**src/rtl/i2ct_pkg.sv**
```systemverilog
package i2ct_pkg;

    localparam int BYTE_W = 8;

    localparam logic [5:0] DEV_ADDR_HI = 6'b000111;

    localparam logic [7:0] A_SELFTEST = 8'h08;
    localparam logic [7:0] A_IDENT    = 8'h09;
    localparam logic [7:0] A_CTRL1    = 8'h10;
    localparam logic [7:0] A_CTRL2    = 8'h11;
    localparam logic [7:0] A_INTCFG   = 8'h12;
    localparam logic [7:0] A_INTMSK   = 8'h13;
    localparam logic [7:0] A_DATCFG   = 8'h14;

    localparam logic [7:0] IDENT_VAL  = 8'h13;
    localparam logic [7:0] ST_NORMAL  = 8'h55;
    localparam logic [7:0] ST_ACTIVE  = 8'hAA;

    localparam logic [7:0] RST_CTRL1  = 8'h00;
    localparam logic [7:0] RST_CTRL2  = 8'h00;
    localparam logic [7:0] RST_INTCFG = 8'h10;
    localparam logic [7:0] RST_INTMSK = 8'h3F;
    localparam logic [7:0] RST_DATCFG = 8'h02;

    localparam int RUN_BIT    = 7;
    localparam int ST_CMD_BIT = 4;

    typedef enum logic [2:0] {
        PH_IDLE,
        PH_DEVADR,
        PH_REGPTR,
        PH_WRDATA,
        PH_RDDATA
    } phase_t;

    typedef struct packed {
        logic sda;
        logic scl_rise;
        logic scl_fall;
        logic start;
        logic stop;
    } bus_ev_t;

    function automatic logic dev_match(input logic [7:0] b, input logic sel);
        return b[7:1] == {DEV_ADDR_HI, sel};
    endfunction

endpackage

```
**src/rtl/i2ct_sync.sv**
```systemverilog
module i2ct_sync
    import i2ct_pkg::*;
#(
    parameter int STAGES = 2
) (
    input  logic    clk,
    input  logic    rst,
    input  logic    scl_i,
    input  logic    sda_i,
    output logic    scl_lvl,
    output bus_ev_t ev
);
    localparam int MSB = STAGES - 1;

    logic [MSB:0] scl_sh, sda_sh;
    logic         scl_d, sda_d;

    always_ff @(posedge clk) begin
        if (rst) begin
            scl_sh <= '1;
            sda_sh <= '1;
            scl_d  <= 1'b1;
            sda_d  <= 1'b1;
        end else begin
            scl_sh <= {scl_sh[MSB-1:0], scl_i};
            sda_sh <= {sda_sh[MSB-1:0], sda_i};
            scl_d  <= scl_sh[MSB];
            sda_d  <= sda_sh[MSB];
        end
    end

    assign scl_lvl = scl_sh[MSB];

    always_comb begin
        ev.sda      = sda_sh[MSB];
        ev.scl_rise = scl_sh[MSB] & ~scl_d;
        ev.scl_fall = ~scl_sh[MSB] & scl_d;
        ev.start    = scl_sh[MSB] & scl_d & sda_d & ~sda_sh[MSB];
        ev.stop     = scl_sh[MSB] & scl_d & ~sda_d & sda_sh[MSB];
    end

endmodule

```
**src/rtl/i2ct_link.sv**
```systemverilog
module i2ct_link
    import i2ct_pkg::*;
(
    input  logic       clk,
    input  logic       rst,
    input  bus_ev_t    ev,
    input  logic       addr_sel,
    input  logic [7:0] rd_data,
    output logic       sda_pull_low,
    output logic       wr_en,
    output logic       rd_en,
    output logic [7:0] reg_ptr,
    output logic [7:0] wr_data,
    output phase_t     ph
);
    logic [3:0] cnt;
    logic [7:0] sh;
    logic       in_ack;
    logic       rnw;
    logic       more;
    logic       byte_done;

    assign byte_done = ev.scl_fall && !in_ack && (cnt == 4'd8);
    assign wr_en     = byte_done && (ph == PH_WRDATA);
    assign rd_en     = ev.scl_fall &&
                       ((in_ack && ph == PH_DEVADR && rnw) ||
                        (!in_ack && ph == PH_RDDATA && cnt == 4'd9 && more));
    assign wr_data   = sh;

    always_ff @(posedge clk) begin
        if (rst) begin
            ph           <= PH_IDLE;
            cnt          <= '0;
            sh           <= '0;
            in_ack       <= 1'b0;
            rnw          <= 1'b0;
            more         <= 1'b0;
            sda_pull_low <= 1'b0;
            reg_ptr      <= '0;
        end else if (ev.start) begin
            ph           <= PH_DEVADR;
            cnt          <= '0;
            in_ack       <= 1'b0;
            sda_pull_low <= 1'b0;
        end else if (ev.stop) begin
            ph           <= PH_IDLE;
            in_ack       <= 1'b0;
            sda_pull_low <= 1'b0;
        end else begin
            if (ev.scl_rise) begin
                if (ph == PH_RDDATA) begin
                    cnt <= cnt + 4'd1;
                    if (cnt == 4'd8) more <= ~ev.sda;
                end else if (ph != PH_IDLE && !in_ack) begin
                    sh  <= {sh[6:0], ev.sda};
                    cnt <= cnt + 4'd1;
                end
            end
            if (ev.scl_fall) begin
                if (in_ack) begin
                    in_ack       <= 1'b0;
                    sda_pull_low <= 1'b0;
                    cnt          <= '0;
                    case (ph)
                        PH_DEVADR: begin
                            if (rnw) begin
                                ph           <= PH_RDDATA;
                                sh           <= rd_data;
                                sda_pull_low <= ~rd_data[7];
                                reg_ptr      <= reg_ptr + 8'd1;
                            end else begin
                                ph <= PH_REGPTR;
                            end
                        end
                        PH_REGPTR: ph <= PH_WRDATA;
                        default: ;
                    endcase
                end else if (ph == PH_RDDATA) begin
                    if (cnt < 4'd8) begin
                        sh           <= {sh[6:0], 1'b0};
                        sda_pull_low <= ~sh[6];
                    end else if (cnt == 4'd8) begin
                        sda_pull_low <= 1'b0;
                    end else if (more) begin
                        sh           <= rd_data;
                        sda_pull_low <= ~rd_data[7];
                        reg_ptr      <= reg_ptr + 8'd1;
                        cnt          <= '0;
                    end else begin
                        ph <= PH_IDLE;
                    end
                end else if (byte_done) begin
                    case (ph)
                        PH_DEVADR: begin
                            if (dev_match(sh, addr_sel)) begin
                                in_ack       <= 1'b1;
                                sda_pull_low <= 1'b1;
                                rnw          <= sh[0];
                            end else begin
                                ph <= PH_IDLE;
                            end
                        end
                        PH_REGPTR: begin
                            reg_ptr      <= sh;
                            in_ack       <= 1'b1;
                            sda_pull_low <= 1'b1;
                        end
                        PH_WRDATA: begin
                            reg_ptr      <= reg_ptr + 8'd1;
                            in_ack       <= 1'b1;
                            sda_pull_low <= 1'b1;
                        end
                        default: ;
                    endcase
                end
            end
        end
    end

endmodule

```
**src/rtl/i2ct_regs.sv**
```systemverilog
module i2ct_regs
    import i2ct_pkg::*;
#(
    parameter int SAMPLE_W = 12,
    parameter int AXES     = 3
) (
    input  logic                          clk,
    input  logic                          rst,
    input  logic                          wr_en,
    input  logic                          rd_en,
    input  logic [7:0]                    addr,
    input  logic [7:0]                    wdata,
    input  logic [AXES-1:0][SAMPLE_W-1:0] axis_data,
    output logic [7:0]                    rd_data,
    output logic                          run_en
);
    localparam int PAD = 16 - SAMPLE_W;

    logic [7:0] ctrl1, ctrl2, intcfg, intmsk, datcfg;
    logic [AXES-1:0][15:0] axis16;

    for (genvar g = 0; g < AXES; g++) begin : g_axis
        assign axis16[g] = 16'(axis_data[g]) << PAD;
    end

    assign run_en = ctrl1[RUN_BIT];

    always_ff @(posedge clk) begin
        if (rst) begin
            ctrl1  <= RST_CTRL1;
            ctrl2  <= RST_CTRL2;
            intcfg <= RST_INTCFG;
            intmsk <= RST_INTMSK;
            datcfg <= RST_DATCFG;
        end else if (wr_en) begin
            case (addr)
                A_CTRL1:  ctrl1 <= run_en ? {wdata[RUN_BIT], ctrl1[RUN_BIT-1:0]} : wdata;
                A_CTRL2:  if (!run_en) ctrl2  <= wdata;
                A_INTCFG: if (!run_en) intcfg <= wdata;
                A_INTMSK: if (!run_en) intmsk <= wdata;
                A_DATCFG: if (!run_en) datcfg <= wdata;
                default: ;
            endcase
        end else if (rd_en && addr == A_SELFTEST) begin
            ctrl2[ST_CMD_BIT] <= 1'b0;
        end
    end

    always_comb begin
        rd_data = 8'h00;
        case (addr)
            A_SELFTEST: rd_data = ctrl2[ST_CMD_BIT] ? ST_ACTIVE : ST_NORMAL;
            A_IDENT:    rd_data = IDENT_VAL;
            A_CTRL1:    rd_data = ctrl1;
            A_CTRL2:    rd_data = ctrl2;
            A_INTCFG:   rd_data = intcfg;
            A_INTMSK:   rd_data = intmsk;
            A_DATCFG:   rd_data = datcfg;
            default: begin
                for (int g = 0; g < AXES; g++) begin
                    if (addr == 8'(2 * g))     rd_data = axis16[g][7:0];
                    if (addr == 8'(2 * g + 1)) rd_data = axis16[g][15:8];
                end
            end
        endcase
    end

endmodule

```
**src/rtl/i2ct_top.sv**
```systemverilog
module i2ct_top
    import i2ct_pkg::*;
#(
    parameter int SAMPLE_W    = 12,
    parameter int AXES        = 3,
    parameter int SYNC_STAGES = 2
) (
    input  logic                          clk,
    input  logic                          rst,
    input  logic                          scl_i,
    input  logic                          sda_i,
    input  logic                          addr_sel,
    input  logic [AXES-1:0][SAMPLE_W-1:0] axis_data,
    output logic                          sda_pull_low,
    output logic                          run_en
);
    bus_ev_t    ev;
    logic       scl_lvl;
    logic       wr_en, rd_en;
    logic [7:0] reg_ptr, wr_data, rd_data;
    phase_t     ph;

    i2ct_sync #(.STAGES(SYNC_STAGES)) u_sync (
        .clk     (clk),
        .rst     (rst),
        .scl_i   (scl_i),
        .sda_i   (sda_i),
        .scl_lvl (scl_lvl),
        .ev      (ev)
    );

    i2ct_link u_link (
        .clk          (clk),
        .rst          (rst),
        .ev           (ev),
        .addr_sel     (addr_sel),
        .rd_data      (rd_data),
        .sda_pull_low (sda_pull_low),
        .wr_en        (wr_en),
        .rd_en        (rd_en),
        .reg_ptr      (reg_ptr),
        .wr_data      (wr_data),
        .ph           (ph)
    );

    i2ct_regs #(.SAMPLE_W(SAMPLE_W), .AXES(AXES)) u_regs (
        .clk       (clk),
        .rst       (rst),
        .wr_en     (wr_en),
        .rd_en     (rd_en),
        .addr      (reg_ptr),
        .wdata     (wr_data),
        .axis_data (axis_data),
        .rd_data   (rd_data),
        .run_en    (run_en)
    );

endmodule

```
**config.mk**
```make
export PLATFORM = sky130hd
export DESIGN_NAME = i2ct_top
export DESIGN_NICKNAME = d
export VERILOG_FILES = /design/src/rtl/i2ct_pkg.sv /design/src/rtl/i2ct_sync.sv /design/src/rtl/i2ct_link.sv /design/src/rtl/i2ct_regs.sv /design/src/rtl/i2ct_top.sv
export SDC_FILE = /design/constraint.sdc
export NUM_CORES = 1
export LEC_CHECK = 0
export BUFFER_PORTS_ARGS = -buffer_cell sky130_fd_sc_hd__buf_4
export CAP_MARGIN = 20
export CORE_ASPECT_RATIO = 1.5
export CORE_UTILIZATION = 30
export CTS_CLUSTER_DIAMETER = 80
export CTS_CLUSTER_SIZE = 24
export DETAILED_ROUTE_END_ITERATION = 10
export PLACE_DENSITY_LB_ADDON = 0.3
export SLEW_MARGIN = 30
export SYNTH_ARGS = -nofsm -noshare
export SYNTH_HDL_FRONTEND = slang
export SYNTH_HIERARCHICAL = 1
export SYNTH_SLANG_ARGS = --single-unit
```
**constraint.sdc**
```tcl
create_clock -name clk -period 2.8 [get_ports clk]
set_input_delay 0.14 -clock clk [delete_from_list [all_inputs] [get_ports clk]]
set_output_delay 0.14 -clock clk [all_outputs]
set_load 0.05 [all_outputs]
```
======== After elaboration in Yosys (flattened, before gate mapping) ========
Index checks and enable logic that the tools add are counted.
operators by class
  add/sub/neg operators ................... 2
  magnitude comparators ................... 1
  eq/ne operators ......................... 36
  multiplexer cells ....................... 69
  bitwise gates (word level) .............. 18
  reductions and logical operators ........ 40
operators by type and width
  operator               number
  $mux W8                26
  $pmux W8 S7            1
  $eq A8 B5 Y1 const B   5
  $mux W4                9
  $mux W3                9
  $reduce_and A8 Y1      3
  $mux W1                18
  $reduce_and A3 Y1      6
  $eq A8 B2 Y1 const B   2
  $eq A8 B3 Y1 const B   2
  $eq A8 B4 Y1 const B   2
  $pmux W8 S2            1
  $ne A5 B4 Y1 const B   3
  $reduce_bool A3 Y1     4
  $logic_and A1 B1 Y1    11
  $not A1 Y1             11
  $mux W5                2
  $ne A5 B3 Y1 const B   2
  $reduce_and A10 Y1     1
  $reduce_and A5 Y1      2
  $reduce_bool A5 Y1     2
  $ne A3 B2 Y1 const B   3
  $add A8 B1 Y8 const B  1
  $eq A4 B4 Y1 const B   2
  other kinds (24)       38
word-level totals
  flip-flop bits (word level) ............. 73
  input bits .............................. 41
  output and inout port bits .............. 2
  logic and storage cells ................. 186

======== Depth between registers and ports, before layout ========
Gate-level depths: netlist of the first run.
  depth after elaboration ................. 14
  depth in mapped cells ................... 11
  depth with buffers taken out ............ 9

======== Modules after synthesis ========
Netlist of the first run, hierarchy kept.
by module, submodules not included
  module     times used  cells each  area an instance (um^2)  sequential area each (um^2)
  i2ct_regs  1           276         2585.0                   800.8
  i2ct_link  1           250         1994.4                   540.5
  i2ct_sync  1           17          197.7                    120.1

======== Worst setup path after synthesis of the first run ========
OpenSTA, ideal clock, no wires.
  path type ............................... flip-flop to flip-flop
  start point ............................. reg u_sync.scl_d
  end point ............................... reg u_regs.intcfg[4]
  library setup time ...................... 120 ps
  arrival time ............................ 2435 ps
  required time ........................... 2680 ps
  slack ................................... 246 ps
  cell stages (with the launch flop) ...... 9
  buffers on the path ..................... 2
  clock period less this slack ............ 2554 ps
  cell sequence ........................... dfxtp_1 > nor2b_1 > clkbuf_1 > nor4b_1 > and3_1 > nor2b_1 > buf_1 > nand4_4 > a211o_1
RTL lines
  item                      line             source
  start: declaration        i2ct_sync.sv:16  logic scl_d, sda_d;
  start signal: assignment  i2ct_sync.sv:27  scl_d <= scl_sh[MSB];
  end signal: assignment    i2ct_regs.sv:39  A_INTCFG: if (!run_en) intcfg <= wdata;
  end: declaration          i2ct_regs.sv:19  logic [7:0] ctrl1, ctrl2, intcfg, intmsk, datcfg;

======== Worst setup path in the final report of the first run ========
  start point ............................. reg u_link.reg_ptr[4]
  end point ............................... reg u_link.sh[7], in the netlist u_link/wr_data[7]
between the ends
  word-level cells in the longest chain between the ends .. 14
  elaborated cells between the ends (all ways) .. 28
  classes of those cells .................. 12 x eq/ne; 15 x mux; 1 x reduce/logical
ends and longest elaborated chain
  item                      line              source
  start: declaration        i2ct_link.sv:12   output logic [7:0] reg_ptr,
  start signal: assignment  i2ct_link.sv:70   reg_ptr <= reg_ptr + 8'd1;
  start signal: assignment  i2ct_link.sv:87   reg_ptr <= reg_ptr + 8'd1;
  start signal: assignment  i2ct_link.sv:104  reg_ptr <= sh;
  $logic_not A8 Y1          i2ct_regs.sv:61   if (addr == 8'(2 * g)) rd_data = axis16[g][7:0];
  $mux W8                   i2ct_regs.sv:61
  $mux W8                   i2ct_regs.sv:62   if (addr == 8'(2 * g + 1)) rd_data = axis16[g][15:8];
  $mux W8                   i2ct_regs.sv:61
  $mux W8                   i2ct_regs.sv:62
  $mux W8                   i2ct_regs.sv:61
  $mux W8                   i2ct_regs.sv:62
  $pmux W8 S7 (*)           i2ct_regs.sv:51   case (addr)
  net rd_data[7]            i2ct_top.sv:20    logic [7:0] reg_ptr, wr_data, rd_data;
  $mux W8                   i2ct_link.sv:84   end else if (more) begin
  $mux W8                   i2ct_link.sv:82   end else if (cnt == 4'd8) begin
  $mux W8                   i2ct_link.sv:79   if (cnt < 4'd8) begin
  $mux W8                   i2ct_link.sv:78   end else if (ph == PH_RDDATA) begin
  $mux W8 (*)               i2ct_link.sv:60   if (in_ack) begin
  $mux W8 (*)               i2ct_link.sv:59   if (ev.scl_fall) begin
  end signal: assignment    i2ct_link.sv:68   sh <= rd_data;
  end signal: assignment    i2ct_link.sv:80   sh <= {sh[6:0], 1'b0};
  end signal: assignment    i2ct_link.sv:85   sh <= rd_data;
  end: declaration          i2ct_link.sv:17   logic [7:0] sh;
The timed path passes the listed nets; every way through them passes the cells marked *.
A chain may end at the register's enable or synchronous reset.

==> results.cfg, run 1 <==
[drt]
wl_mm = 13.9
met3_length_um = 542
drc_errors = 0
dr.pass1.iters = 5
route.vias.total = 4255
routedWlPerCell_um = 17.5
wl_met2_mm = 7.06
wl_met1_mm = 5.83
ant_nets = 0
via_per_inst = 5.39
routed.top_layer = met4
drtIter0Drc = 240

[logic_synthesis]
yosysTopAreaCellShare_pct = 30.6
synth_edf_count = 0
ys_top_cells_by_area = dfxtp_1, mux2i_1, nor2_1
syn_area_mm2 = 0.00478
synthCells = 543
postSynth.asyncResetShare_pct = 0
synth_top_area_cell = dfxtp_1
ys_ff_latch = 73
yosysWarningCount = 6
ys_types = 83
synthFlopType = dfxtp_1
ys_seq_area_share_pct = 30.6
syn-num-nets = 588
avgSynthCellArea_um2 = 8.80

[placement]
dpl.cell_count = 772
post-place-ws_ns = 0.316
port_buffers = 42
place_congestion = 0.923
dpl-instance-area_mm2 = 0.00531
dp_hpwl_mm = 10.2

[floorplanning]
start_util_pct = 30.6
row_count = 56
ios = 43
fp.dieH_um = 157
coreArea_mm2 = 0.0156
fp.dieW_um = 105
die_area_mm2 = 0.0164

[setup_path]
r2r_slack_ns = 0.28
worstSetupStartpointType = register
cp-end-kind = register
cpMaxStageDelayCell = or4_4
crit_family = simple AND/OR/NAND/NOR gates
crit_path_max_fanout = 13
rr_worst_depth = 7
r2r_start = u_link/reg_ptr[4]$_SDFFE_PP0P_
crit_required_ns = 3.03
crit_path_max_incr_delay_ns = 0.67
crit_arrival_ns = 2.75
r2r-end = u_link/wr_data[7]$_SDFFE_PP0P_
path_cells = or4_4 > nor3_4 > a21oi_1 > nand3_1 > nor2_1 > a221o_1 > a2111oi_2
crit_type = reg -> reg
cp_num_buf_inv = 0

[clock_tree]
cts_hold_buf = 2
clock_sinks = 73
cts_tree = done
cts_made_buffers = 9
h-tree-depth = 3
clkTransAtPathRegs_ns = 0.06
cts-resized-gates = 0
cts_root_buffer = clkbuf_16
clock_latency_ns = 0.34
cts_max_path_buffers = 2
cts_setup_buffers = 0

[worst_hold_path]
hp-start = axis_data[28]
min_path_cells = 5
min_to = u_link/wr_data[0]$_SDFFE_PP0P_
hp-class = in -> reg

[global_route]
track_usage_pct = 17.5
grt_first_pass_wirelength_mm = 22.7
grt_max_degree = 68
grt_overflow = 0
first_global_vias = 4264
antenna_found_initial = 0

[finish]
area_growth_syn_to_layout_pct = 18.1
n_antenna_cell = 0
fin_area_mm2 = 0.00564
final_util_pct = 36.1
layout_common_cells = dfxtp_1, nor2_1, buf_4, mux2i_1, a21oi_1
n_fill_cell = 1557
final_cells = 790
final_common_cell = dfxtp_1
nNetsFinal = 627
drive_gt1_share_pct = 21.3

[timing]
layout_min_cycle_time_ns = 2.52
worst_slack_ns = 0.282
relSlewSlack_pct = 51.0
max_freq_mhz = 397
worst_pin_slew_ns = 0.729
setup_viol = 0
hold_viol = 0
final_max_slew_viol_count = 0
clock_skew_ns = 0.0128
timing.setup.tns_ns = 0
fin_crit_sh_pct = 89.9
rsz0062_at_grt = false
whs_ns = 0.327

[job]
drv_cap = 0

[status]
outcome = finished clean

[power]
p_total_mw = 2.45
ir_drop_v = 0.000250
power_density_mw_per_mm2 = 434
leakage_nw = 2.32
-- kinds of logic (layout without fill, tap and decap cells) --
logic type                 after synthesis  after routing  synth area share [%]
buffers and inverters                   50             94                  5.19
DFF                                     73             73                  30.6
and+or+nand+nor                        229            229                  28.8
xor gates and xnor gates                 4              4                 0.734
adders and majority gates                4              4                  1.05
muxes                                   72             72                  16.3
AOI/OAI and AO/OA                      111            111                  17.3
-- report_power, final --
part,switching [mW],leakage [nW],internal [mW]
clock network,0.489,0.153,0.707
registers,0.0318,0.591,1.05
logic,0.0811,1.57,0.0879
total,0.602,2.32,1.85
-- tightest hold or removal path: stages --
cell and delay [ns]:
buf_4 0.11, nand3_1 0.08, a32oi_1 0.13, nand2_1 0.08, a221oi_1 0.07
-- worst max path at each step --
stage	startpoint	endpoint	slack (ns)	cells past startpoint
2_1_floorplan	u_sync/scl_d$_SDFF_PP1_	u_regs/intcfg[4]$_SDFFE_PP1P_	0.25	8
3_3_place_gp	u_link/reg_ptr[4]$_SDFFE_PP0P_	u_link/sda_pull_low$_SDFFE_PP0P_	0.32	9
3_5_place_dp	u_link/reg_ptr[4]$_SDFFE_PP0P_	u_link/wr_data[7]$_SDFFE_PP0P_	0.32	7
4_1_cts	u_link/reg_ptr[4]$_SDFFE_PP0P_	u_link/wr_data[7]$_SDFFE_PP0P_	0.30	7
5_1_grt	u_link/cnt[0]$_SDFFE_PP0N_	u_regs/ctrl2[4]$_SDFFE_PP0P_	0.12	10
6_report	u_link/reg_ptr[4]$_SDFFE_PP0P_	u_link/wr_data[7]$_SDFFE_PP0P_	0.28	7
-- layer usage --
layer / vias up / global-route usage (%)
li1: 2070 / -
met1: 2024 / 20.1
met2: 133 / 31.9
met3: 28 / 2.25
met4: 0 / 8.52
met5: - / 0
-- synth_stat cells, drive strengths merged (6+ instances only) --
library cell   n
inv           13
nand2         20
and2           7
clkbuf        19
nor3          12
nand4         10
nor2          68
o21ai         20
and3           6
nand2b        16
a2bb2oi        6
nor2b         21
a211oi         8
a21oi         26
mux2i         61
nor4           6
mux2           7
or2           15
nand3         15
buf           18
or3            6
dfxtp         73
-- final cells by class --
cell class | instances | area (µm²) | share of cell area, %
tap | 203 | 254 | 4.50
multi-input combinational | 420 | 3070 | 54.5
clock buffer | 9 | 225 | 3.99
timing repair buffer | 65 | 493 | 8.74
clock inverter | 7 | 85.1 | 1.51
sequential | 73 | 1460 | 25.9
inverter | 13 | 48.8 | 0.865
-- flip-flops by register name, summed over array words and instances, names as in the netlist, 2 cells and up --
register        cells
u_sync/sda_sh       2
u_link/ph           3
u_link/wr_data      8
u_regs/datcfg       8
u_regs/intmsk       8
u_sync/scl_sh       2
u_link/cnt          4
u_regs/ctrl2        8
u_regs/ctrl1        8
u_regs/intcfg       8
u_link/reg_ptr      8
(Power assumes the default switching activity.)
==> run 2, diff against run 1 <==
--- a/config.mk
+++ b/config.mk
@@ -12,7 +12,6 @@
 export CTS_CLUSTER_DIAMETER = 80
 export CTS_CLUSTER_SIZE = 24
 export DETAILED_ROUTE_END_ITERATION = 10
-export PLACE_DENSITY_LB_ADDON = 0.3
 export SLEW_MARGIN = 30
 export SYNTH_ARGS = -nofsm -noshare
 export SYNTH_HDL_FRONTEND = slang
==> run 2 against run 1 <==
Against the previous run:
- fmax up 2.3%
- register-to-register slack better by 0.06 ns
- via count up 0.47%
- cell count up 0.13%
- clock power about the same
- core utilization up 0.16 points
- setup slack better by 0.056 ns
- count of clock-buffer cells in the layout unchanged
- non-clock buffer count up 2
- wire length down 1.6%
- flip-flop and latch count unchanged
- sequential power about the same
- critical endpoint is now u_regs/ctrl2[4]$_SDFFE_PP0P_
- highest routed layer unchanged
==> results.cfg, run 2 (same netlist as run 1, synthesis figures left out) <==
[timing]
final_max_slew_viol_count = 0
max_freq_mhz = 406
hold_viol = 0
rsz0062_at_grt = false
worst_slack_ns = 0.338
worst_pin_slew_ns = 0.717
setup_viol = 0
timing.setup.tns_ns = 0
fin_crit_sh_pct = 87.9
clock_skew_ns = 0.0145
relSlewSlack_pct = 51.7
layout_min_cycle_time_ns = 2.46

[setup_path]
crit_required_ns = 3.07
r2r_start = u_link/cnt[1]$_SDFFE_PP0N_
cp-end-kind = register
worstSetupStartpointType = register
crit_arrival_ns = 2.73
crit_type = reg -> reg
r2r-end = u_regs/ctrl2[4]$_SDFFE_PP0P_
r2r_slack_ns = 0.34
crit_path_max_fanout = 9
rr_worst_depth = 10

[global_route]
grt_max_degree = 68
grt_overflow = 0
first_global_vias = 4220
antenna_found_initial = 0
track_usage_pct = 16.7
grt_first_pass_wirelength_mm = 21.5

[placement]
post-place-ws_ns = 0.373
dpl.cell_count = 774
dp_hpwl_mm = 10.2
port_buffers = 42
place_congestion = 0.942

[worst_hold_path]
min_path_cells = 2
hp-start = rst
min_to = u_link/more$_SDFFE_PP0P_
hp-class = in -> reg

[finish]
area_growth_syn_to_layout_pct = 18.6
n_antenna_cell = 0
layout_common_cells = dfxtp_1, nor2_1, buf_4, mux2i_1, a21oi_1
final_common_cell = dfxtp_1
drive_gt1_share_pct = 21.3
final_cells = 791
nNetsFinal = 629

[clock_tree]
clkTransAtPathRegs_ns = 0.06
clock_sinks = 73
cts_hold_buf = 2
clock_latency_ns = 0.34
cts_root_buffer = clkbuf_16
cts_tree = done
cts_setup_buffers = 0
cts_made_buffers = 9
h-tree-depth = 3
cts-resized-gates = 0
cts_max_path_buffers = 2

[drt]
wl_mm = 13.6
routed.top_layer = met4
met3_length_um = 697
wl_met1_mm = 5.46
drc_errors = 0
route.vias.total = 4275
wl_met2_mm = 6.83
ant_nets = 0
routedWlPerCell_um = 17.2
via_per_inst = 5.40
drtIter0Drc = 212
dr.pass1.iters = 4

[power]
power_density_mw_per_mm2 = 433
leakage_nw = 2.33
p_comb_share_pct = 7.2
p_sw_mw = 0.542
power.internal_mw = 1.91
pwr-share-seq_pct = 44.0
p_sw_share_pct = 22.1
ir_drop_v = 0.000275
p_clk_share_pct = 48.8

[job]
drv_cap = 0

[floorplanning]
row_count = 56
fp.dieW_um = 105
fp.dieH_um = 157
ios = 43
coreArea_mm2 = 0.0156
start_util_pct = 30.6
die_area_mm2 = 0.0164

[status]
outcome = finished clean
-- run 2: cell count changes in the layout (fill, tap and decap cells not counted), sizes merged --
cell / change
buf: +2
bufinv: +1
clkinv: +1
inv: -3
-- run 2: through the flow --
stage	util (%)	power [mW]	hold WS [ns]	area, µm²
global route	36.3	2.54	0.366	5670
detailed placement	34.2	1.27	0.325	5340
CTS	36.3	2.48	0.341	5670
floorplan	-	1.19	0.237	4780
finish	36.3	2.45	0.334	5670
global placement	34.2	1.27	0.330	5340
-- run 2: area by class of cell --
class / instances / area (µm²)
clock buffers: 9 / 225
multi-input cells: 420 / 3070
repair buffers: 67 / 520
fillers: 1577 / 9960
flip-flops and latches: 73 / 1460
well taps: 203 / 254
inverters: 13 / 48.8
clock inverters: 6 / 83.8
-- run 2: how the worst max path moves through the flow --
stage / startpoint / end / slack [ns] / cells past startpoint
floorplan: u_sync/scl_d$_SDFF_PP1_ / u_regs/intcfg[4]$_SDFFE_PP1P_ / 0.25 / 8
global placement: u_link/reg_ptr[3]$_SDFFE_PP0P_ / u_link/wr_data[0]$_SDFFE_PP0P_ / 0.43 / 6
detailed placement: u_link/reg_ptr[3]$_SDFFE_PP0P_ / u_link/wr_data[0]$_SDFFE_PP0P_ / 0.37 / 6
CTS: u_link/reg_ptr[3]$_SDFFE_PP0P_ / u_link/wr_data[0]$_SDFFE_PP0P_ / 0.36 / 6
global route: u_link/cnt[1]$_SDFFE_PP0N_ / u_regs/ctrl2[4]$_SDFFE_PP0P_ / 0.15 / 10
finish: u_link/cnt[1]$_SDFFE_PP0N_ / u_regs/ctrl2[4]$_SDFFE_PP0P_ / 0.34 / 10
-- run 2: power by group through the flow --
stage / sequential [mW] / clock, mW / combinational (mW)
after floorplan: 1.09 / 0 / 0.0958
after global placement: 1.10 / 0 / 0.170
after detailed placement: 1.10 / 0 / 0.173
after CTS: 1.08 / 1.23 / 0.177
after global routing: 1.08 / 1.27 / 0.190
final: 1.08 / 1.20 / 0.176
-- run 2: critical path, cell delays in order, from the launching register on --
cell      delay, ns
dfxtp_1        0.32
inv_1          0.09
ha_1           0.17
nand3b_1       0.16
nor4b_1        0.34
and3_1         0.30
nor2b_1        0.15
buf_4          0.20
nand4_4        0.24
or2_0          0.30
a21oi_1        0.11
-- run 2: routing by layer --
layer / GRT usage (%) / vias to the layer above
met4: 10.3 / 0
met5: 0 / -
li1: - / 2068
met1: 17.6 / 2020
met2: 30.5 / 145
met3: 3.17 / 42
